## src/rtl/fsm_scan_pkg.sv

```systemverilog
package fsm_scan_pkg;
   localparam int unsigned SYM_W = 8;
   typedef logic [SYM_W-1:0] sym_t;
endpackage

```

## src/rtl/byte_map_gen.sv

```systemverilog
// Turns one byte into a transition map: field s holds the next state from state s.
module byte_map_gen
   import fsm_scan_pkg::*;
#(
   parameter int unsigned PAT_LEN          = 4,
   parameter logic [PAT_LEN*SYM_W-1:0] PATTERN = "abcd",
   parameter bit          RESTART_ON_FIRST = 1'b1,
   parameter int unsigned NUM_ST           = PAT_LEN + 1,
   parameter int unsigned SW               = $clog2(NUM_ST)
) (
   input  sym_t                        sym_i,
   output logic [NUM_ST-1:0][SW-1:0]   map_o
);
   localparam sym_t         FIRST_SYM = PATTERN[(PAT_LEN-1)*SYM_W +: SYM_W];
   localparam logic [SW-1:0] ST_ONE   = SW'(1);

   logic [SW-1:0] restart_st;

   // Where a broken partial match lands: variant chosen by parameter
   generate
      if (RESTART_ON_FIRST) begin : g_restart
         assign restart_st = (sym_i == FIRST_SYM) ? ST_ONE : '0;
      end else begin : g_clear
         assign restart_st = '0;
      end
   endgenerate

   generate
      for (genvar s = 0; s < NUM_ST; s++) begin : g_field
         if (s < PAT_LEN) begin : g_prog
            localparam sym_t          EXPECT = PATTERN[(PAT_LEN-1-s)*SYM_W +: SYM_W];
            localparam logic [SW-1:0] ADV    = SW'(s + 1);
            assign map_o[s] = (sym_i == EXPECT) ? ADV : restart_st;
         end else begin : g_accept
            assign map_o[s] = restart_st;
         end
      end
   endgenerate
endmodule

```

## src/rtl/map_compose.sv

```systemverilog
// Composition of two segment maps: the later map is applied to the earlier map's exit state.
module map_compose #(
   parameter int unsigned NUM_ST = 5,
   parameter int unsigned SW     = $clog2(NUM_ST)
) (
   input  logic [NUM_ST-1:0][SW-1:0] early_i,
   input  logic [NUM_ST-1:0][SW-1:0] late_i,
   output logic [NUM_ST-1:0][SW-1:0] comb_o
);
   generate
      for (genvar i = 0; i < NUM_ST; i++) begin : g_ent
         assign comb_o[i] = late_i[early_i[i]];
      end
   endgenerate
endmodule

```

## src/rtl/kogge_stone_scan.sv

```systemverilog
// Inclusive prefix composition over NUM_POS maps in log2(NUM_POS) levels.
module kogge_stone_scan #(
   parameter int unsigned NUM_POS = 8,
   parameter int unsigned NUM_ST  = 5,
   parameter int unsigned SW      = $clog2(NUM_ST)
) (
   input  logic [NUM_POS-1:0][NUM_ST-1:0][SW-1:0] maps_i,
   output logic [NUM_POS-1:0][NUM_ST-1:0][SW-1:0] pref_o
);
   localparam int unsigned LVLS = $clog2(NUM_POS);

   logic [NUM_POS-1:0][NUM_ST-1:0][SW-1:0] stage [LVLS+1];

   assign stage[0] = maps_i;

   generate
      for (genvar l = 0; l < LVLS; l++) begin : g_lvl
         localparam int unsigned DIST = 1 << l;
         for (genvar k = 0; k < NUM_POS; k++) begin : g_pos
            if (k >= DIST) begin : g_join
               map_compose #(.NUM_ST(NUM_ST), .SW(SW)) u_comp (
                  .early_i (stage[l][k-DIST]),
                  .late_i  (stage[l][k]),
                  .comb_o  (stage[l+1][k])
               );
            end else begin : g_pass
               // equivalent to composing with the identity map
               assign stage[l+1][k] = stage[l][k];
            end
         end
      end
   endgenerate

   assign pref_o = stage[LVLS];
endmodule

```

## src/rtl/prefix_fsm_scan.sv

```systemverilog
module prefix_fsm_scan
   import fsm_scan_pkg::*;
#(
   parameter int unsigned NUM_BYTES        = 8,
   parameter int unsigned PAT_LEN          = 4,
   parameter logic [PAT_LEN*SYM_W-1:0] PATTERN = "abcd",
   parameter bit          RESTART_ON_FIRST = 1'b1,
   localparam int unsigned NUM_ST          = PAT_LEN + 1,
   localparam int unsigned SW              = $clog2(NUM_ST)
) (
   input  logic                      clk,
   input  logic                      rst,
   input  logic                      valid_in,
   input  logic [NUM_BYTES*SYM_W-1:0] data_in,
   output logic                      valid_out,
   output logic [NUM_BYTES*SW-1:0]   state_out,
   output logic [NUM_BYTES-1:0]      match_out,
   output logic [SW-1:0]             carry_out
);
   localparam logic [SW-1:0] ACCEPT = SW'(PAT_LEN);

   generate
      if (NUM_BYTES < 2 || (NUM_BYTES & (NUM_BYTES - 1)) != 0) begin : g_bad_n
         $error("NUM_BYTES must be a power of two, at least 2");
      end
      if (PAT_LEN < 1) begin : g_bad_p
         $error("PAT_LEN must be at least 1");
      end
   endgenerate

   logic [NUM_BYTES-1:0][NUM_ST-1:0][SW-1:0] maps;
   logic [NUM_BYTES-1:0][NUM_ST-1:0][SW-1:0] prefix;
   logic [NUM_BYTES-1:0][SW-1:0]             st_next;
   logic [NUM_BYTES-1:0]                     hit_next;

   logic                          valid_q;
   logic [NUM_BYTES-1:0][SW-1:0]  state_q;
   logic [NUM_BYTES-1:0]          match_q;
   logic [SW-1:0]                 carry_q;

   generate
      for (genvar k = 0; k < NUM_BYTES; k++) begin : g_byte
         byte_map_gen #(
            .PAT_LEN(PAT_LEN), .PATTERN(PATTERN),
            .RESTART_ON_FIRST(RESTART_ON_FIRST),
            .NUM_ST(NUM_ST), .SW(SW)
         ) u_map (
            .sym_i (data_in[k*SYM_W +: SYM_W]),
            .map_o (maps[k])
         );
         assign st_next[k]  = prefix[k][carry_q];
         assign hit_next[k] = (st_next[k] == ACCEPT);
      end
   endgenerate

   kogge_stone_scan #(.NUM_POS(NUM_BYTES), .NUM_ST(NUM_ST), .SW(SW)) u_scan (
      .maps_i (maps),
      .pref_o (prefix)
   );

   always_ff @(posedge clk) begin
      if (rst) begin
         valid_q <= 1'b0;
         state_q <= '0;
         match_q <= '0;
         carry_q <= '0;
      end else begin
         valid_q <= valid_in;
         if (valid_in) begin
            state_q <= st_next;
            match_q <= hit_next;
            carry_q <= st_next[NUM_BYTES-1];
         end
      end
   end

   assign valid_out = valid_q;
   assign state_out = state_q;
   assign match_out = match_q;
   assign carry_out = carry_q;


   valid_follow_chk: assert property (@(posedge clk) disable iff (rst)
      valid_in |=> valid_out);

   idle_quiet_chk: assert property (@(posedge clk) disable iff (rst)
      !valid_in |=> !valid_out);

   carry_hold_chk: assert property (@(posedge clk) disable iff (rst)
      !valid_in |=> $stable(carry_q));

   carry_last_chk: assert property (@(posedge clk) disable iff (rst)
      valid_out |-> carry_q == state_q[NUM_BYTES-1]);

   generate
      for (genvar k = 0; k < NUM_BYTES; k++) begin : g_chk

         state_range_chk: assert property (@(posedge clk) disable iff (rst)
            valid_out |-> state_q[k] <= ACCEPT);

         match_flag_chk: assert property (@(posedge clk) disable iff (rst)
            valid_out |-> match_q[k] == (state_q[k] == ACCEPT));
      end
   endgenerate
endmodule

```

## config.mk

```make
export PLATFORM = sky130hd
export DESIGN_NAME = prefix_fsm_scan
export DESIGN_NICKNAME = d
export VERILOG_FILES = /design/src/rtl/fsm_scan_pkg.sv /design/src/rtl/byte_map_gen.sv /design/src/rtl/map_compose.sv /design/src/rtl/kogge_stone_scan.sv /design/src/rtl/prefix_fsm_scan.sv
export SDC_FILE = /design/constraint.sdc
export NUM_CORES = 1
export LEC_CHECK = 0
export ABC_AREA = 1
export BUFFER_PORTS_ARGS = -buffer_cell sky130_fd_sc_hd__buf_2
export CORE_ASPECT_RATIO = 1.4
export CORE_MARGIN = 8
export CORE_UTILIZATION = 52
export DETAILED_ROUTE_END_ITERATION = 10
export PLACE_DENSITY = 0.86
export SLEW_MARGIN = 15
export SYNTH_ARGS = -nofsm -noshare
export SYNTH_HDL_FRONTEND = slang
export SYNTH_SLANG_ARGS = --single-unit
export TNS_END_PERCENT = 1
```

## constraint.sdc

```tcl
create_clock -name clk -period 3.5 [get_ports clk]
set_input_delay 0.7 -clock clk [delete_from_list [all_inputs] [get_ports clk]]
set_output_delay 0.7 -clock clk [all_outputs]
set_load 0.1 [all_outputs]
```

Yosys cells after proc, flatten, opt, wreduce, memory -nomap -nowiden
Cells that the tools add are included.
{ "word_totals": {"register_bits": 33, "latch_bits": 0, "ram_bits": 0, "mem_bits_ro": 0, "inputBits": 67, "output_inout_bits": 36, "n_memories": 0} }
{ "classes": {"addsub": 0, "multipliers": 0, "div": 0, "n_lt_le_gt_ge": 71, "n_eq_ne": 40, "n_shift": 0, "n_mux": 226, "bitwise": 0, "n_reduce_logical": 0} }
{ "ops": {"columns": ["op", "n"], "rows": [
  ["$bmux W3 S3", 93],
  ["$mux W3", 125],
  ["$eq A8 B7 Y1 const B", 32],
  ["$lt A3 B4 Y1 const B", 64],
  ["$lt A1 B4 Y1 const B", 7],
  ["$eq A3 B3 Y1 const B", 8],
  ["$mux W1", 8]
]} }

Logic depth before layout (Yosys ltp)
Gate-level depths: netlist of run 1.
{ "depth": {"ltp_word": 12, "depth_mapped": 12, "ltp_nobuf": 12} }

By module
Synthesis of run 1 repeated with hierarchy kept, for this count alone.
{ "hier_totals": {"hier_cells": 3444, "hier_area_um2": 16931.2} }
{ "modules_own_cells": {"columns": ["module", "instances", "cells_per_inst", "area_per_inst_um2", "seq_area_each_um2"], "rows": [
  ["map_compose", 17, 160, 759.5, 0.0],
  ["prefix_fsm_scan", 1, 429, 2416.1, 660.6],
  ["byte_map_gen", 8, 35, 186.4, 0.0],
  ["kogge_stone_scan", 1, 15, 112.6, 0.0]
]} }

Worst setup path after synthesis of run 1
No wires, ideal clock.
{ "synth_path": {"kind": "reg-to-output", "start": "register carry_out[1] (netlist name)", "end": "output state_out[22]", "arrival_ns": 1.456, "slack_ns": 1.344, "path_stages_with_launch": 2, "n_path_buf": 1, "path_cell_list": "dfxtp_1 > buf_4"} }
{ "synth_rtl": {"columns": ["item", "line_no", "rtl"], "rows": [
  ["end: declaration", "prefix_fsm_scan.sv:16", "output logic [NUM_BYTES*SW-1:0] state_out,"]
]} }

Worst setup path in the final report of run 1
{ "layout_path": {"start": "register carry_q[1] (netlist: carry_out[1])", "end": "output carry_out[1]"} }
{ "layout_rtl": {"columns": ["item", "line_no", "rtl"], "rows": [
  ["start: declaration", "prefix_fsm_scan.sv:39", "logic [SW-1:0] carry_q;"],
  ["start signal: assignment", "prefix_fsm_scan.sv:72", "carry_q <= st_next[NUM_BYTES-1];"],
  ["end: declaration", "prefix_fsm_scan.sv:18", "output logic [SW-1:0] carry_out"]
]} }
No word-level cell between the ends.

==> run_results.csv, run 1 <==
group,metric,value,unit
setup_path,critPathKind,"reg -> out",
global_route,grt_max_degree,40,
placed_design,dpl.hpwl,5900,microns
sta,setup_violations,0,
synth,synth_top_area_share,27.6,%
placed_design,place_congestion,0.887,
drt,wire_per_inst,12.8,microns
synth,synth_enable_flop_cells,0,
sta,skew,3.41,ps
synth,synth_cell_types,31,
final_layout,nNetsFinal,563,
sta,finalSetupTns,0,ps
clock_tree,cts_tree,"built",
placed_design,io_buffers,102,
setup_path,end_kind,"output pin",
drt,ant_nets,0,
final_layout,regArea,661,sq um
synth,ys_ff_latch,33,
setup_path,cp_top_family,"flip-flops",
sta,tightest_slew,831,ps
min_path,min_path_type,"reg -> reg",
drt,vias_per_cell,5.24,
drt,drtPass1Iterations,5,
synth,synth_top_cells_by_area,"dfxtp_1 (28%), nand2_1 (13%), nand3_1 (10%)",
setup_path,cp.arrival,1520,ps
clock_tree,root_buffer,"clkbuf_8",
sta,post-route-period-util,63.4,%
run,cap_violations,0,
sta,finalCriticalPeriod,2220,ps
power,powerDensity,297,nW/um^2
status,status,"complete, no violations",
drt,drt-total-wl,7180,microns
global_route,grt_usage,21.2,%
floorplan,die_h,96.3,microns
final_layout,syn2layout_area_growth,24.4,%
final_layout,multiInputGateArea,1430,sq um
synth,synthCells,405,
final_layout,drive_gt1_share,28.0,%
synth,syn-cell-area,2400,sq um
synth,syn_avg_cell_area,5.92,sq um
floorplan,io_pins,103,
drt,dr_total_vias,2929,
clock_tree,cts_buffer_depth,2,
setup_path,slowest_delay,700,ps
sta,hold_viol,0,
drt,drtIter0Drc,114,
setup_path,crit_chain,"buf_2",
floorplan,fp.dieW,73.4,microns
setup_path,crit_path_start_kind,"flip-flop",
global_route,grt_pass1_vias,3024,
synth,synth_ff_type,"dfxtp_1",
synth,synth_fp_nets,472,
placed_design,place_area,2900,sq um
clock_tree,clk_latency,280,ps
clock_tree,ctsResizeCount,0,
synth,synth_compound_area_share,12.4,%
sta,grt_setup_unrepaired,"no",
clock_tree,cts.sinks,33,
synth,synthMuxAreaShare,0,%
setup_path,path_buf_inv,1,
global_route,grt_pass1_wl,12100,microns
synth,yosysSeqAreaShare,27.6,%
synth,synthSimpleGateAreaFrac,47.3,%
synth,synthArstFlopShare,0,%
sta,post-route-worst-setup-slack,1280,ps
clock_tree,clk_pin_slew,70,ps
clock_tree,cts_buffers,5,
setup_path,cp_slowest_cell,"dfxtp_1",
placed_design,place_ws,1270,ps
clock_tree,post_cts_buffers,0,
floorplan,fp-row-count,29,
global_route,overflow,0,
global_route,grt_antenna_before_repair,0,
sta,slew_violations,0,
synth,yosysWarnings,0,
final_layout,num_antenna_cells,0,
setup_path,critPathRequiredTime,2800,ps
synth,synth-xor-area-share,0,%
sta,clock.fmax,451,MHz
floorplan,die_area,7070,sq um
final_layout,fin_util,66.3,%
floorplan,core_area,4500,sq um
clock_tree,htreeDepth,2,
synth,synth-adder-area-share,0,%
sta,maxSlewHeadroom,44.4,%
power,vdd_drop_max,394,uV
synth,yosysTopAreaCell,"dfxtp_1",
final_layout,fill_cells,450,
setup_path,crit_path_max_fanout,17,
synth,synth_top_family_by_area,"simple AND/OR/NAND/NOR gates",
drt,drc,0,
floorplan,start_util,53.3,%
power,cellLeakagePower,0.00152,uW
clock_tree,cts_hold_buf,0,
final_layout,postLayoutCellArea,2980,sq um
synthesized netlist by cell type (5+ instances only):
| library cell | count |
|---|---|
| a21oi_1 | 19 |
| buf_2 | 8 |
| clkbuf_1 | 6 |
| nand3_1 | 48 |
| inv_1 | 55 |
| o21ai_0 | 16 |
| nor3_1 | 5 |
| o211ai_1 | 6 |
| nor2_1 | 57 |
| o21ai_1 | 8 |
| nor2_2 | 16 |
| nand2_1 | 84 |
| dfxtp_1 | 33 |
| nand4_1 | 15 |
layout by cell type (no fill, tap or decap), types with 3 or more instances in the layout:
| cell | instances |
|---|---|
| buf_2 | 102 |
| nand2_1 | 84 |
| nor2_1 | 57 |
| inv_1 | 55 |
| nand3_1 | 48 |
| dfxtp_1 | 33 |
| a21oi_1 | 19 |
| nor2_2 | 16 |
| o21ai_0 | 16 |
| nand4_1 | 15 |
| o21ai_1 | 8 |
| o211ai_1 | 6 |
| nor3_1 | 5 |
| clkbuf_8 | 5 |
| inv_2 | 3 |
| nand2_2 | 3 |
| nor3_2 | 3 |
worst paths after layout:
| path | start | endpoint | slack (ps) | cells after the start |
|---|---|---|---|---|
| worst max-delay path | carry_out[1]$_SDFFE_PP0P_ | carry_out[1] | 1280 | 1 |
| worst min-delay path | state_out[2]$_SDFFE_PP0P_ | state_out[2]$_SDFFE_PP0P_ | 470 | 2 |
| worst max register to register | carry_out[1]$_SDFFE_PP0P_ | state_out[3]$_SDFFE_PP0P_ | 1590 | 7 |
| worst min register to register | state_out[2]$_SDFFE_PP0P_ | state_out[2]$_SDFFE_PP0P_ | 470 | 2 |
per-layer routing:
| metal | GRT usage [%] | up-vias | wire length, microns |
|---|---|---|---|
| li1 | - | 1487 | - |
| met1 | 20.9 | 1299 | 2760 |
| met2 | 38.5 | 117 | 3540 |
| met3 | 5.84 | 26 | 618 |
| met4 | 12.2 | 0 | 264 |
| met5 | 0 | - | 0 |
through the flow:
stage | hold WS, ps | std cells | total power [uW]
after global placement | 456 | 551 | 613
after floorplan | 893 | 405 | 549
after CTS | 471 | 559 | 891
after detailed placement | 457 | 551 | 617
final | 472 | 559 | 885
after global routing | 490 | 559 | 928
state kept, by name (all words and copies together), names as in the netlist:
name       flops
match_out      8
valid_out      1
state_out     21
carry_out      3
cells by family after synthesis:
kind of cell	Yosys count
simple gates	242
buf+inv	76
compound gates	54
flops	33
layout make-up:
cell class | count | area share (%)
clock buffers | 5 | 2.31
flip-flops and latches | 33 | 22.2
well taps | 62 | 2.60
clock inverters | 3 | 0.587
inverters | 58 | 7.30
multi-input cells | 296 | 47.9
repair buffers | 102 | 17.1
report_power, final:
part	internal [uW]	switching (uW)
Combinational	56.1	160
Sequential	385	8.51
Clock	137	138
Total	578	306
Note: power is estimated with default switching activity, not from simulation.
==> run 2, diff against run 1 <==
- CORE_UTILIZATION: 52 -> 48
- PLACE_DENSITY: 0.86 -> 0.81
- clock period: 3.5 -> 2.3 ns (I/O delays scaled with it)
==> run 2 against run 1 <==
Clock skew increased by 3.8 ps. Sequential power increased by 52%. Non-clock buffer count increased by 3. Global-route usage decreased by 0.64 points. Sequential share of layout area decreased by 0.18 points. Count of clock-buffer cells in the layout unchanged. First-iteration DRC count decreased by 13%. Power increased by 54%. Utilization decreased by 4.2 points. Critical path depth unchanged. Critical endpoint is now carry_out[0]. Largest cell class unchanged.
==> run_results.csv, run 2 (synthesis gave the netlist of run 1 again) <==
group,metric,value,unit
floorplan,core_area,4840,sq um
clock_tree,cts_hold_buf,0,
clock_tree,cts_buffer_depth,2,
drt,ant_nets,0,
drt,drtPass1Iterations,4,
global_route,grt_antenna_before_repair,0,
min_path,worstHoldStart,"state_out[5]$_SDFFE_PP0P_",
setup_path,cp.arrival,1350,ps
global_route,grt_usage,20.5,%
power,switching_power,478,uW
floorplan,fp-row-count,30,
power,vdd_drop_max,467,uV
final_layout,drive_gt1_share,28.4,%
sta,tightest_slew,586,ps
floorplan,die_h,99.6,microns
sta,finalSetupTns,0,ps
sta,clock.fmax,551,MHz
global_route,overflow,0,
placed_design,io_buffers,102,
power,switching_share,35.1,%
power,seqPwrFrac,43.9,%
global_route,grt_pass1_vias,2964,
drt,wire_per_inst,13.2,microns
setup_path,slowest_delay,560,ps
clock_tree,cts_buffers,5,
setup_path,crit_path_start_kind,"flip-flop",
power,cellLeakagePower,0.00153,uW
placed_design,place_area,2920,sq um
drt,dr_total_vias,2904,
floorplan,start_util,49.5,%
final_layout,regArea,661,sq um
power,p_clk_share,31.4,%
drt,drc,0,
sta,skew,7.18,ps
setup_path,critPathRequiredTime,1840,ps
drt,vias_per_cell,5.15,
placed_design,dpl.hpwl,6090,microns
final_layout,largest_register_ffs,21,
setup_path,crit_chain,"buf_2",
final_layout,multiInputGateArea,1430,sq um
sta,maxSlewHeadroom,60.9,%
clock_tree,clk_pin_slew,70,ps
final_layout,nNetsFinal,566,
clock_tree,cts.sinks,33,
clock_tree,cts_tree,"built",
status,status,"complete, no violations",
run,cap_violations,0,
final_layout,syn2layout_area_growth,25.5,%
clock_tree,ctsResizeCount,0,
floorplan,fp.dieW,75.7,microns
min_path,min_path_type,"reg -> reg",
sta,slew_violations,0,
sta,grt_setup_unrepaired,"no",
setup_path,end_kind,"output pin",
min_path,hold-path-cell-count,2,
final_layout,fill_cells,497,
final_layout,num_antenna_cells,0,
placed_design,place_congestion,0.896,
clock_tree,clk_latency,290,ps
power,power,1360,uW
final_layout,mostFrequentLayoutCell,"buf_2",
global_route,grt_pass1_wl,12400,microns
sta,finalCriticalPeriod,1810,ps
sta,post-route-worst-setup-slack,486,ps
clock_tree,root_buffer,"clkbuf_8",
sta,hold_viol,0,
placed_design,place_ws,536,ps
setup_path,crit_path_max_fanout,11,
setup_path,cp_top_family,"flip-flops",
drt,drtIter0Drc,99,
sta,setup_violations,0,
floorplan,die_area,7540,sq um
power,powerDensity,453,nW/um^2
final_layout,most-common-layout-cells,"buf_2 (102), nand2_1 (84), nor2_1 (57)",
global_route,grt_max_degree,39,
final_layout,fin_util,62.1,%
setup_path,crit_cells,1,
setup_path,critPathKind,"reg -> out",
setup_path,reg2regPathDepth,6,
setup_path,cp_slowest_cell,"dfxtp_1",
clock_tree,post_cts_buffers,0,
setup_path,path_buf_inv,1,
final_layout,postLayoutCellArea,3010,sq um
setup_path,startpoint,"carry_out[0]$_SDFFE_PP0P_",
power,intPower,884,uW
clock_tree,htreeDepth,2,
power,p_comb_share,24.8,%
sta,post-route-period-util,78.9,%
floorplan,io_pins,103,
setup_path,worstReg2RegStart,"carry_out[2]$_SDFFE_PP0P_",
drt,drt-total-wl,7450,microns
## run 2: changes by cell type in the layout (fill, tap and decap cells not counted), sizes merged
cell  before  now
buf      102  105
## run 2: area by class of cell
type	count	share of cell area [%]
Inverter	58	7.24
Sequential cell	33	22.0
Tap cell	64	2.66
Clock inverter	3	0.583
Clock buffer	5	2.29
Multi-Input combinational cell	296	47.5
Timing Repair Buffer	105	17.7
## run 2: final timing paths
path	slack, ps	end
min	470	state_out[5]$_SDFFE_PP0P_
max reg2reg	700	state_out[0]$_SDFFE_PP0P_
max	490	carry_out[0]
min reg2reg	470	state_out[5]$_SDFFE_PP0P_
## run 2: power by group through the flow
stage                     Clock [uW]  Sequential, uW  Combinational, uW
after global placement             0             610                331
after global routing             462             599                367
after floorplan                    0             713                122
after CTS                        435             597                339
final                            427             598                337
after detailed placement           0             610                337
## run 2: per-layer routing
layer / GRT usage [%] / vias to the layer above / wire [microns] / part of all wire [%]
met1: 20.2 / 1309 / 2780 / 37
li1: - / 1494 / - / -
met3: 5.14 / 18 / 593 / 8.0
met2: 38.1 / 83 / 3880 / 52
met4: 8.77 / 0 / 196 / 2.6
met5: 0 / - / 0 / 0
## run 2: per-stage QoR
stage	cells	hold slack [ps]
after floorplan	405	653
after global placement	556	451
after detailed placement	556	458
after CTS	564	470
after global routing	564	497
final	564	471
==> run 3, diff against run 2 <==
- clock period: 2.3 -> 1.7 ns (I/O delays scaled with it)
==> run 3 against run 2 <==
Non-clock buffer count increased by 4. First-iteration DRC count increased by 27%. Worst hold slack got worse by 5.7 ps. Sequential share of layout area decreased by 0.33 points. Utilization increased by 1.3 points. Global-route usage increased by 0.30 points. Die area unchanged. Final area increased by 2.1%. Cell count increased by 0.71%. Combinational power increased by 36%.
==> run_results.csv, run 3 (synthesis gave the netlist of run 1 again) <==
group,metric,value,unit
power,vdd_drop_max,538,uV
floorplan,io_pins,103,
placed_design,place_area,2950,sq um
setup_path,critPathRequiredTime,1360,ps
sta,setup_violations,0,
min_path,worstHoldStart,"match_out[5]$_SDFFE_PP0P_",
power,switching_share,31.4,%
sta,skew,4.86,ps
run,cap_violations,0,
power,powerDensity,663,nW/um^2
drt,wire_per_inst,13.3,microns
final_layout,num_antenna_cells,0,
setup_path,end_kind,"output pin",
clock_tree,cts_hold_buf,0,
final_layout,postLayoutCellArea,3070,sq um
min_path,min_path_type,"reg -> reg",
clock_tree,root_buffer,"clkbuf_8",
min_path,hold_end,"match_out[5]$_SDFFE_PP0P_",
floorplan,fp.dieW,75.7,microns
clock_tree,cts_buffers,5,
status,status,"complete, no violations",
floorplan,start_util,49.5,%
power,power,2040,uW
sta,finalSetupTns,0,ps
final_layout,fill_cells,466,
setup_path,reg2regPathDepth,6,
sta,clock.fmax,646,MHz
final_layout,syn2layout_area_growth,28.1,%
global_route,use_met2,38.7,%
power,seqPwrFrac,39.8,%
power,p_comb_share,22.6,%
clock_tree,cts.sinks,33,
floorplan,die_h,99.6,microns
placed_design,io_buffers,102,
placed_design,dpl.hpwl,6210,microns
clock_tree,ctsResizeCount,0,
setup_path,slowest_delay,470,ps
setup_path,startpoint,"carry_out[1]$_SDFFE_PP0P_",
floorplan,fp-row-count,30,
min_path,hold-path-cell-count,2,
drt,vias_per_cell,5.17,
setup_path,critPathKind,"reg -> out",
setup_path,path_buf_inv,1,
setup_path,cp.arrival,1210,ps
final_layout,drive_gt1_share,29.4,%
final_layout,largest_register_ffs,21,
clock_tree,clk_pin_slew,70,ps
setup_path,crit_chain,"buf_2",
drt,drtPass1Iterations,4,
global_route,grt_usage,20.8,%
global_route,use_met3,5.34,%
sta,finalCriticalPeriod,1550,ps
sta,maxSlewHeadroom,66.7,%
setup_path,cp_top_family,"buffers and inverters",
sta,slew_violations,0,
sta,grt_setup_unrepaired,"no",
final_layout,nNetsFinal,570,
clock_tree,cts_buffer_depth,2,
setup_path,worstReg2RegStart,"carry_out[0]$_SDFFE_PP0P_",
floorplan,core_area,4840,sq um
power,p_clk_share,37.6,%
setup_path,crit_path_start_kind,"flip-flop",
global_route,grt_pass1_vias,2970,
power,switching_power,640,uW
final_layout,most-common-layout-cells,"buf_2 (102), nand2_1 (84), nor2_1 (57)",
clock_tree,post_cts_buffers,0,
drt,dr_total_vias,2935,
clock_tree,htreeDepth,2,
global_route,overflow,0,
global_route,grt_use_met1,20.4,%
setup_path,regToRegSetupSlack,300,ps
setup_path,cp_slowest_cell,"buf_2",
sta,post-route-period-util,91.1,%
sta,tightest_slew,503,ps
power,cellLeakagePower,0.00157,uW
clock_tree,cts_tree,"built",
drt,drc,0,
global_route,grt_pass1_wl,12700,microns
setup_path,r2r-end,"match_out[6]$_SDFFE_PP0P_",
setup_path,crit_path_max_fanout,11,
clock_tree,clk_latency,290,ps
drt,ant_nets,0,
floorplan,die_area,7540,sq um
global_route,grt_max_degree,39,
placed_design,place_congestion,0.876,
drt,drt-total-wl,7570,microns
sta,hold_viol,0,
global_route,grt_antenna_before_repair,0,
power,intPower,1400,uW
final_layout,mostFrequentLayoutCell,"buf_2",
drt,drtIter0Drc,126,
global_route,top_usage_layer,"met2",
==> run 3: layout make-up <==
cell class | instances | area (sq um) | share of cell area (%)
inverters | 58 | 218 | 7.09
clock inverters | 1 | 30.0 | 0.978
multi-input cells | 296 | 1430 | 46.5
repair buffers | 109 | 563 | 18.3
well taps | 64 | 80.1 | 2.61
clock buffers | 7 | 86.3 | 2.81
flip-flops and latches | 33 | 664 | 21.6
==> run 3: power groups by stage <==
stage	combinational (uW)	sequential [uW]	clock (uW)
floorplan	165	965	0
global placement	451	826	0
detailed placement	459	827	0
CTS	461	809	775
global route	498	812	797
finish	460	810	766
==> run 3: routing by layer <==
layer,share of wire (%),up-vias
met1,36,1315
li1,-,1495
met3,8.5,20
met5,0,-
met4,3.0,0
met2,52,105
==> run 3: how the worst max path moves through the flow <==
stage	endpoint	slack (ps)	cells after the start
2_1_floorplan	state_out[0]$_SDFFE_PP0P_	70	8
3_3_place_gp	state_out[17]$_SDFFE_PP0P_	70	8
3_5_place_dp	state_out[7]$_SDFFE_PP0P_	60	10
4_1_cts	carry_out[0]	150	1
5_1_grt	state_out[21]	120	1
6_report	state_out[22]	150	1
==> run 3: metrics by stage <==
stage	cells	util, %	setup WS, ps	hold WS (ps)
after floorplan	405	-	73.2	533
final	568	63.4	151	465
after detailed placement	560	61.0	59.1	456
after CTS	568	63.4	147	461
after global placement	560	61.0	70.5	452
after global routing	568	63.4	116	484
